File: src/rtl/macro_seq.sv
`timescale 1ns/1ps
module macro_seq #(
  parameter int CODE_AW  = 6,
  parameter int PQ_DEPTH = 8
) (
  input  logic               clk,
  input  logic               rst_n,
  input  logic               start,
  output logic               done,
  output logic               error,
  input  logic               cl_we,
  input  logic [CODE_AW-1:0] cl_addr,
  input  logic [31:0]        cl_data,
  input  logic               prm_push,
  input  logic [31:0]        prm_data,
  output logic               prm_full,
  output logic [31:0]        xu_insn,
  output logic [31:0]        xu_a,
  output logic [31:0]        xu_b,
  input  logic [31:0]        xu_res,
  output logic               mth_set,
  output logic [31:0]        mth_addr,
  output logic               snd_vld,
  output logic [31:0]        snd_data
);
  localparam int CODE_N = 1 << CODE_AW;
  localparam int PQ_AW  = $clog2(PQ_DEPTH);
  localparam logic [CODE_AW-1:0] PC_ONE  = CODE_AW'(1);
  localparam logic [PQ_AW-1:0]   PQ_LAST = PQ_AW'(PQ_DEPTH - 1);
  localparam logic [PQ_AW-1:0]   PTR_ONE = PQ_AW'(1);
  localparam logic [PQ_AW:0]     CNT_ONE = (PQ_AW+1)'(1);
  localparam logic [PQ_AW:0]     CNT_MAX = (PQ_AW+1)'(PQ_DEPTH);

  typedef enum logic [1:0] {S_IDLE, S_LOAD, S_RUN, S_HALT} st_t;
  st_t st;

  logic [31:0] code_mem [CODE_N];
  always_ff @(posedge clk)
    if (cl_we) code_mem[cl_addr] <= cl_data;

  logic [31:0]      pq [PQ_DEPTH];
  logic [PQ_AW-1:0] wp, rp;
  logic [PQ_AW:0]   cnt;
  logic             pq_empty, push_ok, pop;
  logic [31:0]      head;

  assign pq_empty = (cnt == '0);
  assign prm_full = (cnt == CNT_MAX);
  assign push_ok  = prm_push && !prm_full;
  assign head     = pq[rp];

  always_ff @(posedge clk) begin
    if (!rst_n) begin
      wp  <= '0;
      rp  <= '0;
      cnt <= '0;
    end else begin
      if (push_ok) begin
        pq[wp] <= prm_data;
        wp     <= (wp == PQ_LAST) ? '0 : wp + PTR_ONE;
      end
      if (pop)
        rp <= (rp == PQ_LAST) ? '0 : rp + PTR_ONE;
      case ({push_ok, pop})
        2'b10:   cnt <= cnt + CNT_ONE;
        2'b01:   cnt <= cnt - CNT_ONE;
        default: ;
      endcase
    end
  end

  logic [CODE_AW-1:0] pc, ds_tgt, target;
  logic               ds, ds_jump, ds_exit, err;
  logic [31:0]        gpr [8];
  logic [31:0]        insn, reg_a, reg_b, wdata;
  logic [2:0]         op, mode, dst, sa, sb;
  logic               is_br, is_bad, is_exe, is_exit;
  logic               md_prm, md_mth, md_snd, want_prm;
  logic               run, stall, fire, br_take, wr_en;

  assign insn    = code_mem[pc];
  assign op      = insn[2:0];
  assign mode    = insn[6:4];
  assign is_exit = insn[7];
  assign dst     = insn[10:8];
  assign sa      = insn[13:11];
  assign sb      = insn[16:14];
  assign target  = pc + insn[14 +: CODE_AW];

  assign reg_a = (sa == 3'd0) ? '0 : gpr[sa];
  assign reg_b = (sb == 3'd0) ? '0 : gpr[sb];
  assign xu_insn = insn;
  assign xu_a    = reg_a;
  assign xu_b    = reg_b;

  assign is_br  = (op == 3'd7);
  assign is_bad = (op == 3'd6);
  assign is_exe = !is_br && !is_bad;

  assign md_prm   = (mode == 3'd0) || (mode == 3'd3) || (mode == 3'd5);
  assign md_mth   = (mode == 3'd2) || (mode == 3'd5) || (mode == 3'd6) || (mode == 3'd7);
  assign md_snd   = (mode == 3'd3) || (mode == 3'd4) || (mode == 3'd6) || (mode == 3'd7);
  assign want_prm = is_exe && (md_prm || mode == 3'd6);

  assign run   = (st == S_RUN);
  assign stall = run && want_prm && pq_empty;
  assign fire  = run && !stall;
  assign pop   = (fire && want_prm) || (st == S_LOAD && !pq_empty);

  assign br_take = is_br && ((reg_a == '0) ^ insn[4]);
  assign wdata   = md_prm ? head : xu_res;
  assign wr_en   = fire && is_exe && (dst != 3'd0);

  assign mth_set  = fire && is_exe && md_mth;
  assign mth_addr = xu_res;
  assign snd_vld  = fire && is_exe && md_snd;
  assign snd_data = (mode == 3'd6) ? head : xu_res;

  assign done  = (st == S_HALT);
  assign error = err;

  always_ff @(posedge clk) begin
    if (!rst_n) begin
      st      <= S_IDLE;
      pc      <= '0;
      ds      <= 1'b0;
      ds_jump <= 1'b0;
      ds_exit <= 1'b0;
      ds_tgt  <= '0;
      err     <= 1'b0;
      for (int i = 0; i < 8; i++) gpr[i] <= '0;
    end else begin
      case (st)
        S_IDLE, S_HALT: if (start) begin
          st      <= S_LOAD;
          pc      <= '0;
          ds      <= 1'b0;
          ds_jump <= 1'b0;
          ds_exit <= 1'b0;
          err     <= 1'b0;
          for (int i = 0; i < 8; i++) gpr[i] <= '0;
        end
        S_LOAD: if (!pq_empty) begin
          gpr[1] <= head;
          st     <= S_RUN;
        end
        default: if (fire) begin
          if (wr_en) gpr[dst] <= wdata;
          if (is_bad) begin
            err <= 1'b1;
            st  <= S_HALT;
          end else if (ds) begin
            ds <= 1'b0;
            if (ds_exit) st <= S_HALT;
            else         pc <= ds_jump ? ds_tgt : pc + PC_ONE;
          end else if (is_exit) begin
            ds      <= 1'b1;
            ds_exit <= 1'b1;
            ds_jump <= 1'b0;
            pc      <= pc + PC_ONE;
          end else if (br_take && insn[5]) begin
            pc <= target;
          end else if (br_take) begin
            ds      <= 1'b1;
            ds_jump <= 1'b1;
            ds_exit <= 1'b0;
            ds_tgt  <= target;
            pc      <= pc + PC_ONE;
          end else begin
            pc <= pc + PC_ONE;
          end
        end
      endcase
    end
  end
endmodule


File: config.mk
export PLATFORM = sky130hd
export DESIGN_NAME = macro_seq
export DESIGN_NICKNAME = d
export VERILOG_FILES = /design/src/rtl/macro_seq.sv
export SDC_FILE = /design/constraint.sdc
export NUM_CORES = 2
export LEC_CHECK = 0
export BUFFER_PORTS_ARGS = -buffer_cell sky130_fd_sc_hd__buf_2
export CAP_MARGIN = 0
export CORE_AREA = 2 2 470 706
export CTS_CLUSTER_SIZE = 8
export DETAILED_ROUTE_END_ITERATION = 10
export DIE_AREA = 0 0 472 708
export GPL_TIMING_DRIVEN = 0
export PLACE_DENSITY = 0.44
export RECOVER_POWER = 50
export SYNTH_ARGS = -nofsm -noshare
export SYNTH_HDL_FRONTEND = slang
export SYNTH_SLANG_ARGS = --single-unit
File: constraint.sdc
create_clock -name clk -period 13.25 [get_ports clk]
set_clock_uncertainty 0.05 [all_clocks]
set_input_delay 0.6625 -clock clk [delete_from_list [all_inputs] [get_ports clk]]
set_output_delay 0.6625 -clock clk [all_outputs]
set_load 0.01 [all_outputs]
# [Yosys cells after proc, flatten, opt, wreduce, memory -nomap -nowiden]
# Memories as Yosys holds them, arrays and structs flattened. A register that Yosys moved wholly into a read port is not among the register bits.
# Index checks and enable logic that the tools add are counted.
[classes] n_reduce_logical=52 add_sub_neg=6 eq_ne=22 mux=83 n_bitwise=16
[op_table] op="32-bit 2-to-1 mux" n=14
[op_table] op="6-bit 2-to-1 mux" n=10
[op_table] op="1-bit 2-to-1 mux" n=41
[op_table] op="32-bit zero test" n=1
[op_table] op="32-bit OR reduction" n=1
[op_table] op="3-bit equality test (second input constant)" n=8
[op_table] op="3-bit 2-to-1 mux" n=5
[op_table] op="1-bit logical AND" n=14
[op_table] op="7-bit AND reduction" n=2
[op_table] op="2-bit 2-to-1 mux" n=6
[op_table] op="6-bit case mux with 2 select lines" n=1
[op_table] op="1-bit logical OR" n=10
[op_table] op="5-bit AND reduction" n=2
[op_table] op="3-bit zero test" n=3
[op_table] op="1-bit bitwise OR" n=9
[op_table] op="3-bit nonzero test" n=3
[op_table] op="1-bit case mux with 2 select lines" n=4
[op_table] op="4-bit case mux with 2 select lines" n=1
[op_table] op="4-bit AND reduction" n=2
[op_table] op="4-bit nonzero test" n=2
[op_table] op="3-bit by 1-bit adder with 3-bit output (second input constant)" n=2
[op_table] op="6-bit by 1-bit adder with 6-bit output (second input constant)" n=1
[op_table] op="6-bit adder" n=1
[op_table] op="2-bit equality test (second input constant)" n=3
[op_table] op="other kinds (17)" n=33
[word_totals] register_bits=28 out_inout_bits=165 mem_count=3 ramBits=2560 wordCells=192
[memory_table] name="code_mem" words=64 width=32 rd=1 rd_ports_with_merged_regs=1 write_ports=1 line_no="37" source="logic [31:0] code_mem [CODE_N];"
[memory_table] name="gpr" words=8 width=32 rd=2 rd_ports_with_merged_regs=0 write_ports=8 line_no="74" source="logic [31:0] gpr [8];"
[memory_table] name="pq" words=8 width=32 rd=1 rd_ports_with_merged_regs=1 write_ports=1 line_no="41" source="logic [31:0] pq [PQ_DEPTH];"

# [Longest topological paths before layout]
[logic_depth] depth_word=18 ltp_mapped=25

# [Worst setup path after synthesis]
# Ideal clock, no wire load.
[synth_path] kind="register -> register" startpoint="register (tool-made name)" endpoint="register (tool-made name)" period_less_slack_ns=5.846 n_path_buf=13 path_stages_with_launch=25 t_required_ns=13.124 setup_slack_ns=7.404 arrival_ns=5.720 path_cell_list="dfxtp_1 buf_6 buf_6 buf_6 buf_6 buf_6 buf_6 buf_6 buf_6 buf_6 buf_6 buf_2 buf_4 buf_1 mux4_2 mux4_2 mux4_2 ha_1 inv_1 o21bai_1 a21oi_1 xor2_1 xnor2_1 mux2i_1 o21ai_1"

==> results.sh <==
export IMPL_grt_usage_pct=21.6
export IMPL_synth_xor_area_share_pct=0.126
export IMPL_synth_ff_type="edfxtp_1"
export IMPL_synth_adder_area_share_pct=0.222
export IMPL_fp_dieH_microns=708
export IMPL_hold_end="error"
export IMPL_areaGrowthSynthToFinish_pct=19.6
export IMPL_cp_required_ns=12.54
export IMPL_synth_warnings=0
export IMPL_synthArstFlopShare_pct=0
export IMPL_routed_wirelength_microns=366000
export IMPL_cts_buffers=366
export IMPL_path_common_cell="clkbuf_1"
export IMPL_violations="capacitance limit, slew limit"
export IMPL_crit_buf_inv=11
export IMPL_maxCapViolCount=67
export IMPL_grt_max_degree=65
export IMPL_cts_root_buf="clkbuf_16"
export IMPL_cts_sinks=2597
export IMPL_clockBufferDepth=4
export IMPL_switchingPower_mw=4.86
export IMPL_nets=6000
export IMPL_vias=55900
export IMPL_pwr_share_comb_pct=10.2
export IMPL_synth_top_family_by_area="multiplexers"
export IMPL_syn_avg_cell_area_sq_um=20.9
export IMPL_slew_viol_final=2405
export IMPL_leakagePower_nw=39.3
export IMPL_crit_family="buffers and inverters"
export IMPL_insertion_delay_ns=0.89
export IMPL_path_cells="buf_4 -> buf_4 -> buf_2 -> buf_1 -> clkbuf_1 -> buf_1 -> buf_1 -> clkbuf_1 -> clkbuf_1 -> clkbuf_1 -> mux4_2 -> nand2_1 -> a31oi_1 -> buf_2"
export IMPL_power_frac_seq_pct=47.7
export IMPL_p_int_mw=15.1
export IMPL_fp_dieW_microns=472
export IMPL_hold_path_class="in -> reg"
export IMPL_ff2ff_setup_slack_ns=4.12
export IMPL_tightest_slew_ns=3.26
export IMPL_antenna_found_initial=24
export IMPL_wl_per_cell_microns=35.7
export IMPL_finalCriticalPeriod_ns=9.76
export IMPL_io_pins=272
export IMPL_hold_start="start"
export IMPL_globalRoute_totalOverflow=0
export IMPL_switching_share_pct=24.4
export IMPL_critPathLaunchType="flop"
export IMPL_slew_headroom_pct=-117
export IMPL_std_cell_rows=258
export IMPL_drtPass1Iterations=6
export IMPL_syn_inst=5015
export IMPL_cts_resized=0
export IMPL_max_freq_mhz=102
export IMPL_cp_arrival_ns=9.05
export IMPL_outcome="complete, but fails checks"
export IMPL_initial_core_util_pct=31.9
export IMPL_critPathKind="reg -> out"
export IMPL_placed_area_sq_mm=0.116
export IMPL_synth_simple_area_share_pct=3.10
export IMPL_r2r_cells=19
export IMPL_slowest_delay_ns=1.05
export IMPL_synth_mux_area_share_pct=18.7
export IMPL_via_per_inst=5.46
export IMPL_place_gp_congestion=0.908
export IMPL_tns_ns=0
export IMPL_dpl_hpwl_microns=251000
export IMPL_synth_area_sq_mm=0.105
export IMPL_ir_drop_v=0.000110
export IMPL_synth_edf_count=2560
export IMPL_grt_pass1_wl_microns=497000
export IMPL_clk_pin_slew_ns=0.05
export IMPL_drive_gt1_share_pct=30.2
export IMPL_slowest_stage="clkbuf_1"
export IMPL_crit_path_end_kind="output port"
export IMPL_drc=0
export IMPL_seq_area_frac_synth_pct=74.1
export IMPL_drtIter0Drc=5813
export IMPL_fin_area_sq_mm=0.125
export IMPL_port_buffers=268
export IMPL_first_global_vias=58900
export IMPL_power_density_mw_per_mm2=159
export IMPL_dp_slack_ns=4.03
export IMPL_ys_types=89
export IMPL_cts_htree_levels=5
export IMPL_yosys_register_bits=2597
export IMPL_rsz0062_at_grt="false"
export IMPL_clockPowerShare_pct=42.0
export IMPL_setup_violations=0
export IMPL_critPathMaxFanout=10
export IMPL_min_path_cells=4
export IMPL_worst_slack_ns=3.49
export IMPL_hold_viol_final=0
export IMPL_core_area_sq_mm=0.328
export IMPL_synth_compound_area_share_pct=1.99
export IMPL_ant_nets=0
export IMPL_cts_tree="yes"
export IMPL_post_route_period_util_pct=73.6
export IMPL_dieArea_sq_mm=0.334
Yosys cell counts, types with 8 or more instances:
master | count | area, sq um
mux2_2 | 93 | 1050
a31oi_1 | 17 | 106
clkbuf_1 | 106 | 398
mux4_2 | 751 | 16900
a211oi_1 | 29 | 218
buf_4 | 49 | 368
buf_2 | 94 | 470
xor2_1 | 8 | 70.1
a22oi_1 | 24 | 180
or3_1 | 12 | 75.1
inv_1 | 18 | 67.6
and2_1 | 21 | 131
nor3_1 | 28 | 140
o21ai_0 | 47 | 235
edfxtp_1 | 2560 | 76900
nand3_1 | 77 | 385
mux2i_1 | 160 | 1600
o21ai_1 | 29 | 145
dfxtp_1 | 37 | 741
nor2b_1 | 14 | 87.6
a21oi_1 | 67 | 335
buf_6 | 22 | 248
a32oi_1 | 10 | 87.6
nor2_1 | 365 | 1370
ha_1 | 17 | 213
nand2_1 | 128 | 480
and3_1 | 17 | 106
nand2b_1 | 8 | 50.1
buf_1 | 51 | 191
per-stage QoR:
stage,hold WS [ns],util [%],total power [mW],instances
floorplan,0.400,-,10.7,5046
global placement,0.412,34.0,11.7,9604
detailed placement,0.419,35.2,11.7,9765
CTS,0.109,38.3,20.1,10200
global route,0.154,38.2,20.5,10200
finish,0.181,38.2,19.9,10200
cells in the final DEF (no fill, tap or decap), types with 15 or more instances in the layout:
| master | synthesis | routed |
|---|---|---|
| clkbuf_1 | 106 | 255 |
| nor2_4 | 2 | 36 |
| nand3_1 | 77 | 76 |
| dfxtp_1 | 37 | 37 |
| buf_16 | 0 | 42 |
| buf_2 | 94 | 266 |
| inv_1 | 18 | 17 |
| a22oi_1 | 24 | 24 |
| o21ai_0 | 47 | 47 |
| nor3_1 | 28 | 26 |
| clkbuf_16 | 0 | 372 |
| and2_1 | 21 | 21 |
| o21ai_1 | 29 | 28 |
| and3_1 | 17 | 17 |
| a211oi_1 | 29 | 29 |
| buf_12 | 0 | 100 |
| mux2_2 | 93 | 93 |
| a21oi_1 | 67 | 66 |
| buf_4 | 49 | 49 |
| a31oi_1 | 17 | 15 |
| nand2_1 | 128 | 122 |
| edfxtp_1 | 2560 | 2560 |
| buf_1 | 51 | 49 |
| dlygate4sd3_1 | 0 | 32 |
| ha_1 | 17 | 17 |
| mux2i_1 | 160 | 158 |
| nor2_1 | 365 | 331 |
| conb_1 | 1 | 32 |
| buf_6 | 22 | 29 |
| mux4_2 | 751 | 751 |
logic make-up after synthesis:
group                      Yosys count
DFF                               2597
muxes                             1008
and+or+nand+nor                    721
buffers and inverters              344
AOI/OAI and AO/OA                  311
adders and majority gates           18
xor gates and xnor gates            15
other                                1
state kept, by name, indices dropped and copies added, names as in the netlist, named ones only:
name,count
error,1
code_mem,2048
rp,3
wp,3
pq,256
ds_jump,1
pc,6
gpr,256
st,2
ds_exit,1
ds_tgt,6
cnt,4
ds,1
power groups by stage:
stage	clock network [mW]	logic [mW]	registers, mW
after global placement	0	1.98	9.68
after detailed placement	0	2.06	9.66
final	8.38	2.04	9.52
after floorplan	0	1.13	9.58
after CTS	8.56	2.08	9.51
after global routing	8.85	2.15	9.53
how the worst max path moves through the flow:
stage	endpoint	depth (start not counted)	slack [ns]	start
floorplan	flop	24	7.40	flop
global placement	gpr[5][4]	16	2.43	flop
detailed placement	flop	19	4.03	flop
CTS	xu_insn[21]	14	3.40	flop
global route	xu_insn[27]	14	3.33	flop
finish	xu_insn[21]	14	3.49	flop
cell type report:
type | instances | area [sq um]
diodes | 3 | 7.51
plain buffers | 323 | 1690
clock buffers | 421 | 9490
clock inverters | 16 | 284
fillers | 29800 | 203000
inverters | 21 | 78.8
multi-input cells | 2105 | 25700
flip-flops and latches | 2597 | 77600
well taps | 4290 | 5370
repair buffers | 461 | 4880
metal layers:
layer / GRT usage (%) / wire (microns) / up-vias / share of wire [%]
li1: - / - / 22500 / -
met1: 26.3 / 141000 / 30700 / 39
met2: 38.6 / 190000 / 2124 / 52
met3: 3.00 / 18200 / 603 / 5.0
met4: 8.38 / 16200 / 10 / 4.4
met5: 0 / 61 / - / 0.017
worst min-delay path: stages:
cell and delay [ns]:
buf_2 0.11, nand2_1 0.07, nor2_1 0.12, nor3_1 0.06
repair_timing:
item                      in CTS  in global routing
hold endpoints to repair     256                  0
hold buffers                  32                  0
buffers inserted               0                  0
No activity file was read; power rests on OpenSTA's default activity.
